<file path="src/rtl/scan_pkg.sv">
package scan_pkg;
  typedef enum logic [1:0] {
    PH_IDLE   = 2'd0,
    PH_LOAD   = 2'd1,
    PH_CAPT   = 2'd2,
    PH_UNLOAD = 2'd3
  } phase_e;
endpackage

</file>
<file path="src/rtl/scan_cell.sv">
module scan_cell (
  input  logic clk,
  input  logic rst_n,
  input  logic en,
  input  logic se,
  input  logic si,
  input  logic d,
  output logic q
);
  logic nxt;

  always_comb begin
    nxt = se ? si : d;
  end

  always_ff @(posedge clk) begin
    if (!rst_n) begin
      q <= 1'b0;
    end else if (en) begin
      q <= nxt;
    end
  end
endmodule

</file>
<file path="src/rtl/scan_cut.sv">
module scan_cut #(
  parameter int N = 16
) (
  input  logic [N-1:0] q,
  output logic [N-1:0] d
);
  for (genvar i = 0; i < N; i++) begin : g_xor
    assign d[i] = q[i] ^ q[(i + N - 1) % N];
  end
endmodule

</file>
<file path="src/rtl/scan_chain.sv">
module scan_chain #(
  parameter int N = 16
) (
  input  logic         clk,
  input  logic         rst_n,
  input  logic         en,
  input  logic         se,
  input  logic         si,
  input  logic [N-1:0] d,
  output logic [N-1:0] q,
  output logic         so
);
  logic [N-1:0] link;

  for (genvar i = 0; i < N; i++) begin : g_stage
    if (i == 0) begin : g_head
      assign link[i] = si;
    end else begin : g_body
      assign link[i] = q[i-1];
    end
    scan_cell u_cell (
      .clk  (clk),
      .rst_n(rst_n),
      .en   (en),
      .se   (se),
      .si   (link[i]),
      .d    (d[i]),
      .q    (q[i])
    );
  end

  assign so = q[N-1];

  // an enabled shift moves every stage one place toward scan_out
  a_r2_shift_order: assert property (@(posedge clk) disable iff (!rst_n)
    (en && se) |=> (q[N-1:1] == $past(q[N-2:0])));

  // an enabled functional clock loads the circuit-under-test value
  a_r1_func_load: assert property (@(posedge clk) disable iff (!rst_n)
    (en && !se) |=> (q == $past(d)));
endmodule

</file>
<file path="src/rtl/scan_seq.sv">
module scan_seq
  import scan_pkg::*;
#(
  parameter int N       = 16,
  parameter bit OVERLAP = 1'b0
) (
  input  logic         clk,
  input  logic         rst_n,
  input  logic         test_mode,
  input  logic         ext_se,
  input  logic         ext_si,
  input  logic         start,
  input  logic         at_speed,
  input  logic [N-1:0] pattern,
  input  logic [N-1:0] expected,
  input  logic         chain_out,
  output logic         se,
  output logic         si,
  output logic         en,
  output logic         done,
  output logic         fail
);
  localparam int CW = $clog2(N + 1);
  localparam logic [CW-1:0] LAST = CW'(N - 1);

  phase_e        state, state_n;
  logic [CW-1:0] cnt, cnt_n;
  logic [N-1:0]  preg, preg_n;
  logic [N-1:0]  ereg, ereg_n;
  logic          at_l, at_n;
  logic          primed, primed_n;
  logic          done_q, done_n;
  logic          fail_q, fail_n;
  logic          start_ok;

  assign start_ok = test_mode && (state == PH_IDLE) && start;

  always_comb begin
    state_n  = state;
    cnt_n    = cnt;
    preg_n   = preg;
    ereg_n   = ereg;
    at_n     = at_l;
    primed_n = primed;
    done_n   = 1'b0;
    fail_n   = fail_q;
    if (!test_mode) begin
      state_n  = PH_IDLE;
      cnt_n    = '0;
      primed_n = 1'b0;
    end else begin
      unique case (state)
        PH_IDLE: begin
          if (ext_se) primed_n = 1'b0;
          if (start) begin
            preg_n   = pattern;
            ereg_n   = expected;
            at_n     = at_speed;
            fail_n   = 1'b0;
            cnt_n    = '0;
            state_n  = (OVERLAP && primed && !ext_se) ? PH_CAPT : PH_LOAD;
            primed_n = 1'b0;
          end
        end
        PH_LOAD: begin
          preg_n = preg << 1;
          cnt_n  = cnt + CW'(1);
          if (cnt == LAST) begin
            state_n = PH_CAPT;
            cnt_n   = '0;
          end
        end
        PH_CAPT: begin
          if (at_l && (cnt == '0)) begin
            cnt_n = CW'(1);
          end else begin
            state_n = PH_UNLOAD;
            cnt_n   = '0;
            if (OVERLAP) preg_n = pattern;
          end
        end
        PH_UNLOAD: begin
          preg_n = preg << 1;
          ereg_n = ereg << 1;
          if (chain_out != ereg[N-1]) fail_n = 1'b1;
          cnt_n = cnt + CW'(1);
          if (cnt == LAST) begin
            state_n  = PH_IDLE;
            cnt_n    = '0;
            done_n   = 1'b1;
            primed_n = OVERLAP;
          end
        end
        default: state_n = PH_IDLE;
      endcase
    end
  end

  always_ff @(posedge clk) begin
    if (!rst_n) begin
      state  <= PH_IDLE;
      cnt    <= '0;
      preg   <= '0;
      ereg   <= '0;
      at_l   <= 1'b0;
      primed <= 1'b0;
      done_q <= 1'b0;
      fail_q <= 1'b0;
    end else begin
      state  <= state_n;
      cnt    <= cnt_n;
      preg   <= preg_n;
      ereg   <= ereg_n;
      at_l   <= at_n;
      primed <= primed_n;
      done_q <= done_n;
      fail_q <= fail_n;
    end
  end

  always_comb begin
    if (state == PH_IDLE) begin
      se = test_mode && ext_se;
      si = ext_si;
    end else begin
      se = test_mode && ((state == PH_LOAD) || (state == PH_UNLOAD));
      si = ((state == PH_UNLOAD) && !OVERLAP) ? 1'b0 : preg[N-1];
    end
    en = !test_mode || (state != PH_IDLE) || ext_se;
  end

  assign done = done_q;
  assign fail = fail_q;

  // done lasts a single cycle
  a_r5_done_pulse: assert property (@(posedge clk) disable iff (!rst_n)
    done_q |=> !done_q);

  // leaving test mode forces the sequencer idle
  a_r8_idle_when_off: assert property (@(posedge clk) disable iff (!rst_n)
    !test_mode |=> (state == PH_IDLE));

  // fail only clears on an accepted start
  a_r6_fail_sticky: assert property (@(posedge clk) disable iff (!rst_n)
    (fail_q && !start_ok) |=> fail_q);

  // the load phase advances its bit position by one per cycle
  a_r3_load_count: assert property (@(posedge clk) disable iff (!rst_n)
    (test_mode && (state == PH_LOAD) && (cnt != LAST)) |=>
      ((state == PH_LOAD) && (cnt == $past(cnt) + CW'(1))));

  // single capture goes straight to unload
  a_r4_capture_len: assert property (@(posedge clk) disable iff (!rst_n)
    (test_mode && (state == PH_CAPT) && !at_l) |=> (state == PH_UNLOAD));

  // the bit position never passes the chain length
  a_r5_cnt_bound: assert property (@(posedge clk) disable iff (!rst_n)
    cnt < CW'(N));
endmodule

</file>
<file path="src/rtl/scan_test_top.sv">
module scan_test_top #(
  parameter int CHAIN_LEN = 16,
  parameter bit OVERLAP   = 1'b0
) (
  input  logic                 clk,
  input  logic                 rst_n,
  input  logic                 test_mode,
  input  logic                 scan_enable,
  input  logic                 scan_in,
  output logic                 scan_out,
  input  logic                 start,
  input  logic                 at_speed,
  input  logic [CHAIN_LEN-1:0] pattern,
  input  logic [CHAIN_LEN-1:0] expected,
  output logic                 done,
  output logic                 fail
);
  logic [CHAIN_LEN-1:0] q;
  logic [CHAIN_LEN-1:0] d;
  logic                 se;
  logic                 si;
  logic                 en;
  logic                 so;

  scan_cut #(.N(CHAIN_LEN)) u_cut (
    .q(q),
    .d(d)
  );

  scan_chain #(.N(CHAIN_LEN)) u_chain (
    .clk  (clk),
    .rst_n(rst_n),
    .en   (en),
    .se   (se),
    .si   (si),
    .d    (d),
    .q    (q),
    .so   (so)
  );

  scan_seq #(.N(CHAIN_LEN), .OVERLAP(OVERLAP)) u_seq (
    .clk      (clk),
    .rst_n    (rst_n),
    .test_mode(test_mode),
    .ext_se   (scan_enable),
    .ext_si   (scan_in),
    .start    (start),
    .at_speed (at_speed),
    .pattern  (pattern),
    .expected (expected),
    .chain_out(so),
    .se       (se),
    .si       (si),
    .en       (en),
    .done     (done),
    .fail     (fail)
  );

  assign scan_out = so;

  // with test mode off the chain never shifts
  a_r8_no_shift_off: assert property (@(posedge clk) disable iff (!rst_n)
    !test_mode |-> !se);
endmodule

</file>
<file path="config.mk">
export PLATFORM = sky130hd
export DESIGN_NAME = scan_test_top
export DESIGN_NICKNAME = d
export VERILOG_FILES = /design/src/rtl/scan_pkg.sv /design/src/rtl/scan_cell.sv /design/src/rtl/scan_cut.sv /design/src/rtl/scan_chain.sv /design/src/rtl/scan_seq.sv /design/src/rtl/scan_test_top.sv
export SDC_FILE = /design/constraint.sdc
export NUM_CORES = 1
export LEC_CHECK = 0
export ABC_AREA = 0
export BUFFER_PORTS_ARGS = -buffer_cell sky130_fd_sc_hd__buf_2
export CAP_MARGIN = 20
export CORE_ASPECT_RATIO = 0.6
export CORE_MARGIN = 2
export CORE_UTILIZATION = 30
export DETAILED_ROUTE_END_ITERATION = 7
export PLACE_DENSITY = 0.46
export SLEW_MARGIN = 20
export SYNTH_ARGS = -nofsm -noshare
export SYNTH_HDL_FRONTEND = slang
export SYNTH_SLANG_ARGS = --single-unit
</file>
<file path="constraint.sdc">
create_clock -name clk -period 2.6 [get_ports clk]
set_clock_uncertainty 0.1 [all_clocks]
set_input_delay 0.52 -clock clk [delete_from_list [all_inputs] [get_ports clk]]
set_output_delay 0.52 -clock clk [all_outputs]
set_load 0.02 [all_outputs]
</file>
=== Word level (Yosys, flattened, before mapping) ===
Index checks and enable logic that the tools add are counted.

* Add/subtract/negate cells: 1
* $mul: 0
* Div/mod/pow operators: 0
* Order comparisons: 0
* Equality and inequality tests: 10
* Shift-type cells: 0
* Muxes and demuxes: 36
* Bitwise logic cells: 16
* Reductions and logical operators: 20

{| class="wikitable"
|+ Operators by type and width
! operator !! count
|-
| one-hot mux 16 bit (2 select lines) || 2
|-
| 2-to-1 mux 16 bit || 2
|-
| 2-to-1 mux 1 bit || 23
|-
| bitwise XOR 1 bit || 16
|-
| one-hot mux 5 bit (3 select lines) || 1
|-
| AND reduction 3 bit || 4
|-
| 2-to-1 mux 5 bit || 2
|-
| 2-to-1 mux 2 bit || 4
|-
| one-hot mux 2 bit (4 select lines) || 1
|-
| AND reduction 4 bit || 2
|-
| != test 2 x 1 -> 1 bit, second input constant || 3
|-
| nonzero test 2 bit || 3
|-
| adder 5 x 1 -> 5 bit, second input constant || 1
|-
| equality test 5 x 4 -> 1 bit, second input constant || 1
|-
| zero test 5 bit || 1
|-
| equality test 2 bit, second input constant || 2
|-
| != test 2 bit, second input constant || 2
|-
| logical AND 1 bit || 3
|-
| logical OR 1 bit || 3
|-
| equality test 2 x 1 -> 1 bit, second input constant || 1
|-
| zero test 2 bit || 1
|-
| one-hot mux 1 bit (2 select lines) || 1
|-
| AND reduction 2 bit || 1
|-
| OR reduction 2 bit || 1
|-
| other kinds (2) || 2
|}

* Bits in registers: 58
* Latch bits: 0
* Memory bits (writable): 0
* Bits in read-only memories: 0
* Input port bits: 39
* Output and inout bits: 3
* Memories: 0

=== Longest topological paths before layout ===
* Depth in word-level cells: 5
* Mapped depth: 9

=== Modules after synthesis ===
From an unflattened synthesis, not the netlist that was laid out.

* Cells, all modules: 318
* Area, all modules: 2,942.8 sq um

{| class="wikitable"
|+ By module, submodules not included
! module !! times used !! cells each !! area an instance (sq um) !! sequential area each (sq um)
|-
| scan_seq || 1 || 237 || 2,154.6 || 840.8
|-
| scan_cell || 16 || 4 || 40.0 || 20.0
|-
| scan_cut || 1 || 16 || 140.1 || 0.0
|-
| scan_chain || 1 || 1 || 7.5 || 0.0
|}

=== Least setup slack after synthesis ===
Ideal clock, no wire load.

* Kind: reg2reg
* Start point: reg u_seq.state[0]
* End point: reg u_chain.g_stage[1].u_cell.q
* Setup time: 115 ps
* Arrival time: 1,636 ps
* Required time: 2,385 ps
* Path slack: 749 ps
* Cell stages (with the launch flop): 9
* Buffers on the path: 2
* Period minus slack after synthesis: 1,851 ps
* Cell sequence: dfxtp_1 -> inv_1 -> ha_1 -> buf_2 -> o31ai_4 -> buf_6 -> o21ai_1 -> xor2_1 -> and2_1

* Cells in the longest elaborated chain, start to end: 5
* Elaborated cells between the ends (all ways): 10
* Those cells by class: eq/ne (2); mux (2); reduce/logical (6)

{| class="wikitable"
|+ RTL lines
! item !! RTL line !! source
|-
| start, declared || scan_seq.sv:26 || <nowiki>phase_e state, state_n;</nowiki>
|-
| start signal, assigned || scan_seq.sv:110 || <nowiki>state <= state_n;</nowiki>
|-
| equality test 2 x 1 -> 1 bit / equality test 2 bit (equally long branches) || scan_seq.sv:126 || <nowiki>se = test_mode && ((state == PH_LOAD) || (state == PH_UNLOAD));</nowiki>
|-
| logical OR 1 bit || scan_seq.sv:126 ||
|-
| logical AND 1 bit || scan_seq.sv:126 ||
|-
| 2-to-1 mux 1 bit || scan_seq.sv:122 || <nowiki>if (state == PH_IDLE) begin</nowiki>
|-
| 2-to-1 mux 1 bit || scan_cell.sv:13 || <nowiki>nxt = se ? si : d;</nowiki>
|-
| end signal, assigned || scan_cell.sv:20 || <nowiki>q <= nxt;</nowiki>
|-
| end, declared || scan_cell.sv:8 || <nowiki>output logic q</nowiki>
|}

Several ways; a longest one is shown, not always the timed one.
A chain may end at the register's enable or synchronous reset.

=== Final worst setup path ===
* Start point: reg u_seq.state[0]
* End point: reg u_chain.g_stage[10].u_cell.q

* Cells in the longest elaborated chain, start to end: 5
* Elaborated cells between the ends (all ways): 10
* Those cells by class: eq/ne (2); mux (2); reduce/logical (6)

{| class="wikitable"
|+ RTL lines
! item !! RTL line
|-
| equality test 2 x 1 -> 1 bit / equality test 2 bit (equally long branches) || scan_seq.sv:126
|-
| logical OR 1 bit || scan_seq.sv:126
|-
| logical AND 1 bit || scan_seq.sv:126
|-
| 2-to-1 mux 1 bit || scan_seq.sv:122
|-
| 2-to-1 mux 1 bit || scan_cell.sv:13
|-
| end signal, assigned || scan_cell.sv:20
|-
| end, declared || scan_cell.sv:8
|}

Several ways; a longest one is shown, not always the timed one.

==> results.cfg <==
[outcome]
status = complete, no violations

[finish]
mostFrequentLayoutCell = nand2_1
nets = 400
n_antenna_cell = 0
final_area_um2 = 3410
syn2layout_area_growth_pct = 20.3
most-common-layout-cells = 61 x nand2_1, 58 x dfxtp_1, 41 x buf_2
fillers = 973
postLayoutCoreUtil_pct = 37.1
drive_gt1_share_pct = 18.7

[setup_path]
max_stage_delay_ns = 0.54
path_class = register to register
crit_chain = inv_1 > ha_1 > and2b_1 > o21ai_0 > xor2_1 > and2_1
cp-end-kind = register
required_ns = 2.71
start_kind = register
worstPathArrival_ns = 2.22
slowest_stage = and2b_1
path_max_fanout = 17

[grt]
grt_pass1_vias = 2160
antenna_found_initial = 0
grt_max_degree = 54
grt_pass1_wl_mm = 10.5
grt.total_usage_pct = 13.2
grt-ovfl-total = 0

[timing]
fmax_mhz = 475
hold_ws_ns = 0.360
max_slew_margin_pct = 58.3
drv_slew = 0
fin_tns_setup_ns = 0
finalCriticalPeriod_ns = 2.11
worst_slew_pin_slew_ns = 0.625
setup_violations = 0
timing.final.crit_share_pct = 81.0
finalHoldViolations = 0
rsz0062_at_grt = no

[cts]
cts_buffer_depth = 2
insertion_delay_ns = 0.32
cts-root-buf = clkbuf_16
post_cts_resized = 0
path_clk_slew_ns = 0.05
postCtsSetupBuffers = 0
cts_tree = built
clock-sinks = 58
h-tree-depth = 3
postCtsHoldBufs = 0
cts_made_buffers = 9

[power]
ir_drop_mv = 0.327
p_sw_share_pct = 24.0
leakage_nw = 1.59
pwr-share-clk_pct = 46.6
total_power_mw = 2.24
internal_power_mw = 1.71
combPwrFrac_pct = 10.5
p_sw_uw = 539
p_per_area_nw_per_um2 = 658
pwr-share-seq_pct = 42.9

[synthesis]
synthesis.area_um2 = 2840
synth.distinct_cells = 37
syn-instance-count = 318
synth_seq_cells = 58
ys.warnings.count = 0
ys_seq_area_share_pct = 41.0
syn_avg_cell_area_um2 = 8.92
syn_nets = 364

[placement]
port_buffers = 41
place_area_um2 = 3150
gp_congestion = 0.717
hpwl_mm = 4.10

[floorplanning]
io_pins = 42
dieArea_um2 = 10300
fp.dieW_um = 130
core_um2 = 9190
start_util_pct = 30.9
die-height_um = 79.3
std_cell_rows = 27

[routing]
drtPass1Iterations = 4
drcViolationCount = 0
drtIter0Drc = 128
via_per_inst = 4.61
antenna_left = 0
totalWireLength_mm = 6.26
vias = 2252
wire_per_inst_um = 12.8

[flow_run]
drv_cap = 0

[worst_hold_path]
hold_class = input pin to register
-- metal layers --
| layer | up-vias | track usage, % | routed length [um] |
|---|---|---|---|
| met1 | 1023 | 18.1 | 3350 |
| met3 | 8 | 4.58 | 308 |
| met4 | 0 | 4.19 | 60 |
| li1 | 1178 | - | - |
| met2 | 43 | 19.2 | 2540 |
| met5 | - | 0 | 0 |
-- cells by family after synthesis --
| family | Yosys count | share of synthesized area, % |
|---|---|---|
| flip-flops | 58 | 41.0 |
| buffers and inverters | 29 | 4.99 |
| AND/OR/NAND/NOR | 127 | 21.4 |
| multiplexers | 18 | 6.35 |
| adder cells (fa/ha/maj) | 7 | 3.09 |
| XOR/XNOR | 16 | 4.94 |
| AO/OA/AOI/OAI | 63 | 18.3 |
-- path summary, 6_finish.rpt --
check                 start                            to  slack [ns]  cells after the start
max          u_seq.state[0]  u_chain.g_stage[10].u_cell.q        0.49                      6
min                at_speed                    u_seq.at_l        0.36                      3
max reg2reg  u_seq.state[0]  u_chain.g_stage[10].u_cell.q        0.49                      6
min reg2reg   u_seq.preg[0]                 u_seq.preg[0]        0.38                      2
-- state kept, by name, summed over array words and instances (netlist names) --
register and cells:
u_chain.g_stage.u_cell.q 16, u_seq.cnt 5, u_seq.state 2, u_seq.at_l 1
u_seq.fail 1, u_seq.ereg 16, u_seq.preg 16, u_seq.done 1
-- area by class of cell --
cell class / instances / area (um^2) / share of cell area (%)
multi-input combinational: 231 / 1540 / 45.1
clock inverter: 3 / 15.0 / 0.440
clock buffer: 13 / 250 / 7.34
tap: 130 / 163 / 4.77
inverter: 5 / 18.8 / 0.550
sequential: 58 / 1160 / 34.0
timing repair buffer: 49 / 265 / 7.78
-- through the flow --
stage               std cells  setup WS (ns)
floorplan                 318          0.749
global placement          473          0.541
detailed placement        473          0.509
CTS                       489          0.492
global route              489          0.302
finish                    489          0.493
-- Yosys cell counts --
cell       count  area (um^2)
clkbuf_2       1         5.00
dfxtp_1       58         1160
or2_1          1         6.26
nor3b_1        3         22.5
o211a_1       30          300
buf_6          1         11.3
nor4_1         1         6.26
nand3b_1       2         15.0
a221oi_2       1         15.0
and4b_1        1         10.0
nand4b_1       2         17.5
nand3_1       20          100
a22oi_1        3         22.5
buf_4          2         15.0
nand4_1        1         6.26
a2bb2oi_1      1         8.76
nor3_1         3         15.0
o31ai_4        1         21.3
o21ai_0        8         40.0
o21ai_1       10         50.1
and2b_1        1         7.51
o32ai_1        1         8.76
clkbuf_1       7         26.3
xor2_1        16          140
o41ai_1        1         8.76
inv_1          5         18.8
nor2_1         9         33.8
nor2b_1        4         25.0
and2_1        17          106
a32o_1         1         10.0
nand2_1       61          229
ha_1           7         87.6
nor2_2         1         6.26
a21boi_0       1         7.51
a21oi_1        5         25.0
mux2i_1       18          180
buf_2         13         65.1
-- power groups by stage --
stage	Sequential [mW]	Combinational (mW)	Clock, mW
after floorplan	0.975	0.170	0
after global placement	0.980	0.237	0
after detailed placement	0.980	0.239	0
after CTS	0.962	0.239	1.09
after global routing	0.967	0.268	1.13
final	0.963	0.236	1.05
-- critical path: cells and delay by family, from the launching register on --
| family | cells | cell delay (ns) |
|---|---|---|
| adders and majority gates | 1 | 0.37 |
| AOI/OAI and AO/OA | 1 | 0.21 |
| xor gates and xnor gates | 1 | 0.17 |
| and+or+nand+nor | 2 | 0.70 |
| buffers and inverters | 1 | 0.11 |
| DFF | 1 | 0.34 |
Note: power is estimated with default switching activity, not from simulation.
